$ cat src/rtl/pwm_audio_pkg.sv
package pwm_audio_pkg;
  typedef enum logic [1:0] {
    IDLE_LOW   = 2'd0,
    IDLE_HIGH  = 2'd1,
    IDLE_SPLIT = 2'd2,
    IDLE_FLOAT = 2'd3
  } idle_e;
endpackage

$ cat src/rtl/pwm_frame_ctr.sv
module pwm_frame_ctr #(
  parameter int FRAME_BITS = 6
) (
  input  logic                  clk_i,
  input  logic                  rst_ni,
  input  logic                  run_i,
  input  logic                  clr_i,
  output logic [FRAME_BITS-1:0] cnt_o,
  output logic                  last_o
);
  logic [FRAME_BITS-1:0] cnt_q;

  always_ff @(posedge clk_i or negedge rst_ni) begin
    if (!rst_ni)              cnt_q <= '0;
    else if (clr_i || !run_i) cnt_q <= '0;
    else                      cnt_q <= cnt_q + 1'b1;
  end

  assign cnt_o  = cnt_q;
  assign last_o = run_i && (cnt_q == '1);

  a_r2_cnt_step: assert property (@(posedge clk_i) disable iff (!rst_ni)
    (run_i && !clr_i) |=> cnt_q == FRAME_BITS'($past(cnt_q) + 1'b1));
  a_r2_last_single: assert property (@(posedge clk_i) disable iff (!rst_ni)
    last_o |=> !last_o);
  a_r10_clr_zero: assert property (@(posedge clk_i) disable iff (!rst_ni)
    clr_i |=> cnt_q == '0);
endmodule

$ cat src/rtl/pwm_chan_mod.sv
module pwm_chan_mod #(
  parameter int SAMPLE_W   = 16,
  parameter int FRAME_BITS = 6
) (
  input  logic [FRAME_BITS-1:0] cnt_i,
  input  logic [SAMPLE_W-1:0]   smp_i,
  input  logic                  remap_i,
  output logic                  p_o,
  output logic                  n_o
);
  localparam int LOW_W = SAMPLE_W - FRAME_BITS;

  logic [SAMPLE_W-1:0] pos, offs, mag;
  logic                neg;

  // counter scaled to sample range; residual low bits round duty up
  assign pos  = {cnt_i, {LOW_W{1'b0}}};
  assign neg  = smp_i[SAMPLE_W-1];
  assign offs = {~neg, smp_i[SAMPLE_W-2:0]};
  assign mag  = neg ? (~smp_i + 1'b1) : smp_i;

  always_comb begin
    if (remap_i) begin
      p_o = !neg && (pos < mag);
      n_o =  neg && (pos < mag);
    end else begin
      p_o = pos < offs;
      n_o = !p_o;
    end
  end
endmodule

$ cat src/rtl/pwm_pad_stage.sv
module pwm_pad_stage
  import pwm_audio_pkg::*;
#(
  parameter int NCH = 2
) (
  input  logic           clk_i,
  input  logic           rst_ni,
  input  logic           active_i,
  input  logic           remap_i,
  input  logic           invert_i,
  input  idle_e          idle_i,
  input  logic [NCH-1:0] ch_en_i,
  input  logic [NCH-1:0] mod_p_i,
  input  logic [NCH-1:0] mod_n_i,
  output logic [NCH-1:0] pad_p_o,
  output logic [NCH-1:0] pad_n_o,
  output logic [NCH-1:0] oe_o
);
  logic idle_p, idle_n, idle_oe;

  always_comb begin
    unique case (idle_i)
      IDLE_LOW:   {idle_p, idle_n, idle_oe} = 3'b001;
      IDLE_HIGH:  {idle_p, idle_n, idle_oe} = 3'b111;
      IDLE_SPLIT: {idle_p, idle_n, idle_oe} = 3'b101;
      default:    {idle_p, idle_n, idle_oe} = 3'b000;
    endcase
  end

  for (genvar c = 0; c < NCH; c++) begin : g_ch
    logic nxt_p, nxt_n, nxt_oe, live;
    assign live = active_i && ch_en_i[c];

    always_comb begin
      if (live) begin
        nxt_p  = mod_p_i[c];
        nxt_n  = mod_n_i[c];
        nxt_oe = 1'b1;
      end else begin
        nxt_p  = idle_p;
        nxt_n  = idle_n;
        nxt_oe = idle_oe;
      end
    end

    // inversion touches data only, never the enables
    always_ff @(posedge clk_i or negedge rst_ni) begin
      if (!rst_ni) begin
        pad_p_o[c] <= 1'b0;
        pad_n_o[c] <= 1'b0;
        oe_o[c]    <= 1'b0;
      end else begin
        pad_p_o[c] <= nxt_p ^ invert_i;
        pad_n_o[c] <= nxt_n ^ invert_i;
        oe_o[c]    <= nxt_oe;
      end
    end

    a_r3_complement: assert property (@(posedge clk_i) disable iff (!rst_ni)
      (live && !remap_i) |=> pad_p_o[c] != pad_n_o[c]);
    a_r4_one_leg: assert property (@(posedge clk_i) disable iff (!rst_ni)
      (live && remap_i && !invert_i) |=> !(pad_p_o[c] && pad_n_o[c]));
    a_r7_float_oe: assert property (@(posedge clk_i) disable iff (!rst_ni)
      (!live && idle_i == IDLE_FLOAT) |=> !oe_o[c]);
    a_r9_oe_live: assert property (@(posedge clk_i) disable iff (!rst_ni)
      live |=> oe_o[c]);
  end
endmodule

$ cat src/rtl/pwm_audio_out.sv
module pwm_audio_out
  import pwm_audio_pkg::*;
#(
  parameter int SAMPLE_W   = 16,
  parameter int FRAME_BITS = 6
) (
  input  logic                clk_i,
  input  logic                rst_ni,
  input  logic                run_i,
  input  logic                soft_rst_i,
  input  logic                mono_i,
  input  logic                left_en_i,
  input  logic                right_en_i,
  input  logic                remap_i,
  input  logic                invert_i,
  input  logic                false_run_i,
  input  logic [1:0]          idle_lvl_i,
  input  logic                smp_valid_i,
  output logic                smp_ready_o,
  input  logic [SAMPLE_W-1:0] smp_left_i,
  input  logic [SAMPLE_W-1:0] smp_right_i,
  output logic                pad_lp_o,
  output logic                pad_ln_o,
  output logic                pad_rp_o,
  output logic                pad_rn_o,
  output logic [3:0]          pad_oe_o
);
  localparam int NCH = 2;

  logic                  srst_d, srst_q;
  logic [FRAME_BITS-1:0] cnt;
  logic                  last;
  logic [SAMPLE_W-1:0]   left_q, right_q;
  logic [SAMPLE_W-1:0]   ch_smp [NCH];
  logic [NCH-1:0]        mod_p, mod_n, pad_p, pad_n, oe;

  // rising edge of command -> single clear cycle
  always_ff @(posedge clk_i or negedge rst_ni) begin
    if (!rst_ni) begin
      srst_d <= 1'b0;
      srst_q <= 1'b0;
    end else begin
      srst_d <= soft_rst_i;
      srst_q <= soft_rst_i && !srst_d;
    end
  end

  pwm_frame_ctr #(.FRAME_BITS(FRAME_BITS)) u_ctr (
    .clk_i  (clk_i),
    .rst_ni (rst_ni),
    .run_i  (run_i),
    .clr_i  (srst_q),
    .cnt_o  (cnt),
    .last_o (last)
  );

  assign smp_ready_o = last && !srst_q;

  always_ff @(posedge clk_i or negedge rst_ni) begin
    if (!rst_ni) begin
      left_q  <= '0;
      right_q <= '0;
    end else if (srst_q) begin
      left_q  <= '0;
      right_q <= '0;
    end else if (smp_ready_o && smp_valid_i) begin
      left_q  <= smp_left_i;
      right_q <= smp_right_i;
    end
  end

  assign ch_smp[0] = left_q;
  assign ch_smp[1] = mono_i ? left_q : right_q;

  for (genvar c = 0; c < NCH; c++) begin : g_mod
    pwm_chan_mod #(.SAMPLE_W(SAMPLE_W), .FRAME_BITS(FRAME_BITS)) u_mod (
      .cnt_i   (cnt),
      .smp_i   (ch_smp[c]),
      .remap_i (remap_i),
      .p_o     (mod_p[c]),
      .n_o     (mod_n[c])
    );
  end

  pwm_pad_stage #(.NCH(NCH)) u_pads (
    .clk_i    (clk_i),
    .rst_ni   (rst_ni),
    .active_i (run_i && !false_run_i),
    .remap_i  (remap_i),
    .invert_i (invert_i),
    .idle_i   (idle_e'(idle_lvl_i)),
    .ch_en_i  ({right_en_i, left_en_i}),
    .mod_p_i  (mod_p),
    .mod_n_i  (mod_n),
    .pad_p_o  (pad_p),
    .pad_n_o  (pad_n),
    .oe_o     (oe)
  );

  assign pad_lp_o = pad_p[0];
  assign pad_ln_o = pad_n[0];
  assign pad_rp_o = pad_p[1];
  assign pad_rn_o = pad_n[1];
  assign pad_oe_o = {oe[1], oe[1], oe[0], oe[0]};

  a_r10_srst_pulse: assert property (@(posedge clk_i) disable iff (!rst_ni)
    srst_q |=> !srst_q);
  a_r10_srst_clears: assert property (@(posedge clk_i) disable iff (!rst_ni)
    srst_q |=> (left_q == '0 && right_q == '0));
  a_r2_hold: assert property (@(posedge clk_i) disable iff (!rst_ni)
    (!srst_q && !(smp_ready_o && smp_valid_i)) |=> $stable(left_q) && $stable(right_q));
  a_r5_mono: assert property (@(posedge clk_i) disable iff (!rst_ni)
    (mono_i && left_en_i && right_en_i && run_i && !false_run_i)
      |=> (pad_lp_o == pad_rp_o && pad_ln_o == pad_rn_o));
endmodule

$ cat config.mk
export PLATFORM = sky130hd
export DESIGN_NAME = pwm_audio_out
export DESIGN_NICKNAME = d
export VERILOG_FILES = /design/src/rtl/pwm_audio_pkg.sv /design/src/rtl/pwm_frame_ctr.sv /design/src/rtl/pwm_chan_mod.sv /design/src/rtl/pwm_pad_stage.sv /design/src/rtl/pwm_audio_out.sv
export SDC_FILE = /design/constraint.sdc
export NUM_CORES = 1
export LEC_CHECK = 0
export BUFFER_PORTS_ARGS = -buffer_cell sky130_fd_sc_hd__buf_2
export CORE_MARGIN = 8
export CORE_UTILIZATION = 30
export DETAILED_ROUTE_END_ITERATION = 7
export PLACE_DENSITY = 0.46
export SYNTH_ARGS = -nofsm -noshare
export SYNTH_HDL_FRONTEND = slang
export SYNTH_HIERARCHICAL = 1
export SYNTH_SLANG_ARGS = --single-unit
export TNS_END_PERCENT = 50
$ cat constraint.sdc
create_clock -name clk_i -period 3.8 [get_ports clk_i]
set_input_delay 0.95 -clock clk_i [delete_from_list [all_inputs] [get_ports clk_i]]
set_output_delay 0.95 -clock clk_i [all_outputs]
set_load 0.02 [all_outputs]
# Word level (Yosys, flattened, before mapping)
# Index checks and enable logic that the tools add are counted.
totals:
  out_inout_bits: 9
  ff_bits: 46
  wordCells: 74
  inputBits: 45
classes:
  n_addsub: 3
  n_bitwise: 8
  reduce_logical: 24
  n_mux: 21
  order_cmp: 4
  n_eq_ne: 3
op_table:
  columns: ["operator", "n"]
  rows:
  - ["$mux W16", 7]
  - ["$lt A16 B16 Y1", 4]
  - ["$add A16 B1 Y16 const B", 2]
  - ["$not A16 Y16", 2]
  - ["$mux W1", 13]
  - ["$logic_and A1 B1 Y1", 11]
  - ["$logic_not A1 Y1", 8]
  - ["$add A6 B1 Y6 const B", 1]
  - ["$eq A6 B6 Y1 const B", 1]
  - ["$mux W6", 1]
  - ["$xor A1 B1 Y1", 4]
  - ["$reduce_or A3 Y1", 1]
  - ["$eq A2 B1 Y1 const B", 1]
  - ["$eq A2 B2 Y1 const B", 1]
  - ["$logic_not A2 Y1", 1]
  - ["$not A1 Y1", 2]
  - ["$reduce_bool A2 Y1", 1]
  - ["$reduce_or A2 Y1", 1]
  - ["$logic_or A1 B1 Y1", 1]

# Logic depth before layout (Yosys ltp)
logic_depth:
  ltp_word: 9
  mapped_depth: 16

# Hierarchy
# Netlist, hierarchy kept.
by_module_without_submodules:
  columns: ["module", "area_each_um2", "cells_each", "n_inst"]
  rows:
  - ["pwm_audio_out", 2008.2, 171, 1]
  - ["pwm_chan_mod", 685.7, 93, 2]
  - ["pwm_pad_stage", 275.3, 24, 1]
  - ["pwm_frame_ctr", 262.8, 25, 1]

# Worst setup path after synthesis
# Ideal clock, no wire load.
synth_path:
  kind: "input to register"
  startpoint: "input mono_i"
  endpoint: "register u_pads.pad_p_o[1]"
  required_ns: 3.671
  cell_stages: 16
  arrival_ns: 4.066
  setup_slack_ns: -0.395
  cell_sequence: "buf_6 buf_6 mux2_4 or4_4 nor2_1 nand4_1 o31a_1 xnor2_1 ha_1 a21o_1 a21o_1 a211oi_1 nand3_1 o21ai_1 a31oi_1 xnor2_1"
synth_rtl:
  columns: ["element", "line", "text"]
  rows:
  - ["start: declaration", "pwm_audio_out.sv:11", "input logic mono_i,"]
  - ["end signal: indexed assignment", "pwm_pad_stage.sv:53", "pad_p_o[c] <= nxt_p ^ invert_i;"]
  - ["end: declaration", "pwm_pad_stage.sv:15", "output logic [NCH-1:0] pad_p_o,"]

==> results.ini <==
[pwr]
seqPwrFrac = 0.450
irDropWorstVdd_v = 0.000151
power.density_mw_per_mm2 = 240
clock_power_share = 0.418
p_int_mw = 0.825
power_frac_comb = 0.132
power_switching_mw = 0.302
total_power_mw = 1.13
swShare = 0.268
leakage_nw = 2.07

[routing]
num_vias = 3343
drc = 0
ant_nets = 0
viasPerCell = 5.12
postRouteWirelength_um = 10500
drt_pass1_iterations = 4
drtIter0Drc = 163
wl_per_cell_um = 16.2

[sta]
fin_ws_ns = 0.00865
final_hold_viol_count = 0
worst_slew_pin_slew_ns = 1.12
maxSlewViolCount = 0
slew_headroom = 0.254
fin_crit_sh = 0.998
layout_min_cycle_time_ns = 3.79
rsz0062_at_grt = true
fmax_mhz = 264
setup_viol_count_final = 0
finalClockSkew_ns = 0.00580

[clock_network]
cts_tree = built
root_buffer = clkbuf_16
cts_buffers = 5
clk_pin_slew_ns = 0.07
cts_buffer_depth = 2
cts.sinks = 46
worstSkewPairLatency_ns = 0.30
h-tree-depth = 2

[critical_path]
crit_path_start_kind = primary input
crit_buf_inv = 1
critical_path.top_delay_family = compound AO/OA/AOI/OAI gates
cpPeakStageDelay_ns = 0.55
crit_required_ns = 3.98
critPathCaptureType = register
slowest_stage = or4_4
timing.critical_path.cells = buf_4 -> mux2_4 -> or4_4 -> nor2_4 -> nand4_1 -> o31a_1 -> xnor2_1 -> ha_1 -> a21o_1 -> a21o_1 -> a211oi_2 -> nand3_1 -> o21ai_1 -> a31oi_1 -> xnor2_1
path_max_fanout = 8
critical_path_class = primary input to register
critPathArrivalTime_ns = 3.98

[job]
max-cap-violations = 0

[die]
die_w_um = 130
die_y_um = 130
core_sq_mm = 0.0127
io_pins = 54
start_util = 0.309
die_area_sq_mm = 0.0170
num_rows = 41

[logic_synthesis]
syn_avg_cell_area_sq_um = 9.65
ys_ff_latch = 46
synth_ff_type = dfrtp_1
synth-edff-count = 0
syn_inst = 406
ys_seq_area_frac = 0.294
synthesis.nets = 480
synthArstFlopShare = 1.00
yosysUniqueCellTypes = 54
syn_area_sq_mm = 0.00392
yosysWarnings = 6

[worst_hold_path]
hold_class = register to register

[run_status]
status = completed

[placement]
port_buffers = 53
gp_congestion = 0.813
place_ws_ns = -0.514
placed_area_sq_mm = 0.00452
dp_hpwl_um = 7900

[finish]
layout-drive-gt1-share = 0.331
fillers = 1287
multiInputGateArea_sq_mm = 0.00253
finalInstanceArea_sq_mm = 0.00470
num-nets-final = 554
syn2layout_area_growth_pct = 20.1
register_area_sq_mm = 0.00115
antenna_cells = 0

[global_routing]
grt_first_pass_wirelength_um = 17600
track_usage = 0.132
overflow = 0
grt_max_degree = 65
grt_pass1_vias = 3520
antenna_found_initial = 0

## placed cells by master (no fill, tap or decap), types with 3 or more instances in the layout
| master | n |
|---|---|
| a211o_1 | 4 |
| a211oi_1 | 7 |
| a21bo_1 | 31 |
| a21o_1 | 4 |
| a21oi_1 | 13 |
| a21oi_2 | 28 |
| buf_2 | 52 |
| buf_4 | 40 |
| clkbuf_16 | 5 |
| dfrtp_1 | 46 |
| ha_1 | 29 |
| inv_1 | 24 |
| mux2_1 | 6 |
| mux2_4 | 10 |
| nand2_1 | 17 |
| nand2b_1 | 3 |
| nand3_1 | 43 |
| nand4_1 | 7 |
| nor2_1 | 12 |
| nor2b_1 | 3 |
| nor3_1 | 9 |
| nor4_1 | 4 |
| o21ai_0 | 5 |
| or4_4 | 4 |
| xnor2_1 | 17 |
## registers in the layout (all words and copies together), names as in the netlist
name            count
u_pads/oe_o         2
srst_d              1
u_pads/pad_n_o      2
right_q            16
srst_q              1
u_pads/pad_p_o      2
left_q             16
u_ctr/cnt_o         6
## area by class of cell
cell class                 instances  area share
multi-input combinational        311       0.539
sequential                        46       0.245
timing repair buffer              92       0.119
tap                              172      0.0458
clock buffer                       7      0.0303
inverter                          24      0.0192
clock inverter                     1     0.00186
## synthesized netlist by cell type (all sizes together) (4+ instances only)
cell / instances / area [sq um]
o21ai: 7 / 35.0
nor4: 6 / 50.0
nor4b: 4 / 47.6
mux2: 16 / 218
a21bo: 32 / 320
ha: 29 / 363
a21oi: 41 / 310
nor2: 14 / 52.6
a21o: 4 / 30.0
nand2: 17 / 63.8
nand3: 44 / 225
o311ai: 4 / 50.1
or4: 6 / 60.1
dfrtp: 46 / 1150
inv: 24 / 90.1
nor3: 10 / 50.1
a211oi: 8 / 60.1
xnor2: 17 / 149
a211o: 4 / 35.0
nand4: 7 / 43.8
buf: 22 / 175
## kinds of logic after synthesis
group	after synthesis	synth area share
AND/OR/NAND/NOR	129	0.192
AO/OA/AOI/OAI	116	0.248
multiplexers	18	0.0607
buffers and inverters	49	0.0706
adder cells (fa/ha/maj)	29	0.0926
flip-flops	46	0.294
XOR/XNOR	19	0.0425
## routing by layer
| layer | global-route usage | part of all wire | vias up |
|---|---|---|---|
| li1 | - | - | 1654 |
| met1 | 0.176 | 0.49 | 1607 |
| met2 | 0.206 | 0.45 | 70 |
| met3 | 0.0286 | 0.049 | 12 |
| met4 | 0.0444 | 0.016 | 0 |
| met5 | 0 | 0 | - |
## metrics by stage
stage	TNS [ns]	utilization	hold WS (ns)	std cells
2_1_floorplan	-0.560	-	0.378	406
3_3_place_gp	-0.662	0.356	0.388	644
3_5_place_dp	-1.00	0.356	0.389	644
4_1_cts	0	0.370	0.408	653
5_1_grt	-0.417	0.371	0.420	653
6_report	0	0.371	0.399	653
## final timing paths
check	from	to	slack, ns	cells past startpoint
min in group asynchronous	rst_ni	u_pads/oe_o[1]	0.82	1
worst max register to register	left_q[7]	u_pads/pad_p_o[0]	0.34	13
worst max-delay path	mono_i	u_pads/pad_p_o[1]	0.009	15
worst min register to register	srst_d	srst_q	0.40	1
worst min-delay path	srst_d	srst_q	0.40	1
max in group asynchronous	rst_ni	right_q[5]	2.31	1
## what timing repair did
| action | 4_1_cts | 5_1_grt |
|---|---|---|
| pin swaps | 4 | 1 |
| buffers inserted | 1 | 0 |
| setup endpoints to repair | 2 | 2 |
| gates resized for setup | 4 | 1 |
| hold buffers | 0 | 0 |
## power groups by stage
stage / registers [mW] / clock network [mW] / logic (mW)
after floorplan: 0.525 / 0 / 0.0866
after global placement: 0.517 / 0 / 0.149
after detailed placement: 0.517 / 0 / 0.150
after CTS: 0.507 / 0.483 / 0.153
after global routing: 0.508 / 0.507 / 0.170
final: 0.507 / 0.470 / 0.149
Note: power is estimated with default switching activity, not from simulation.
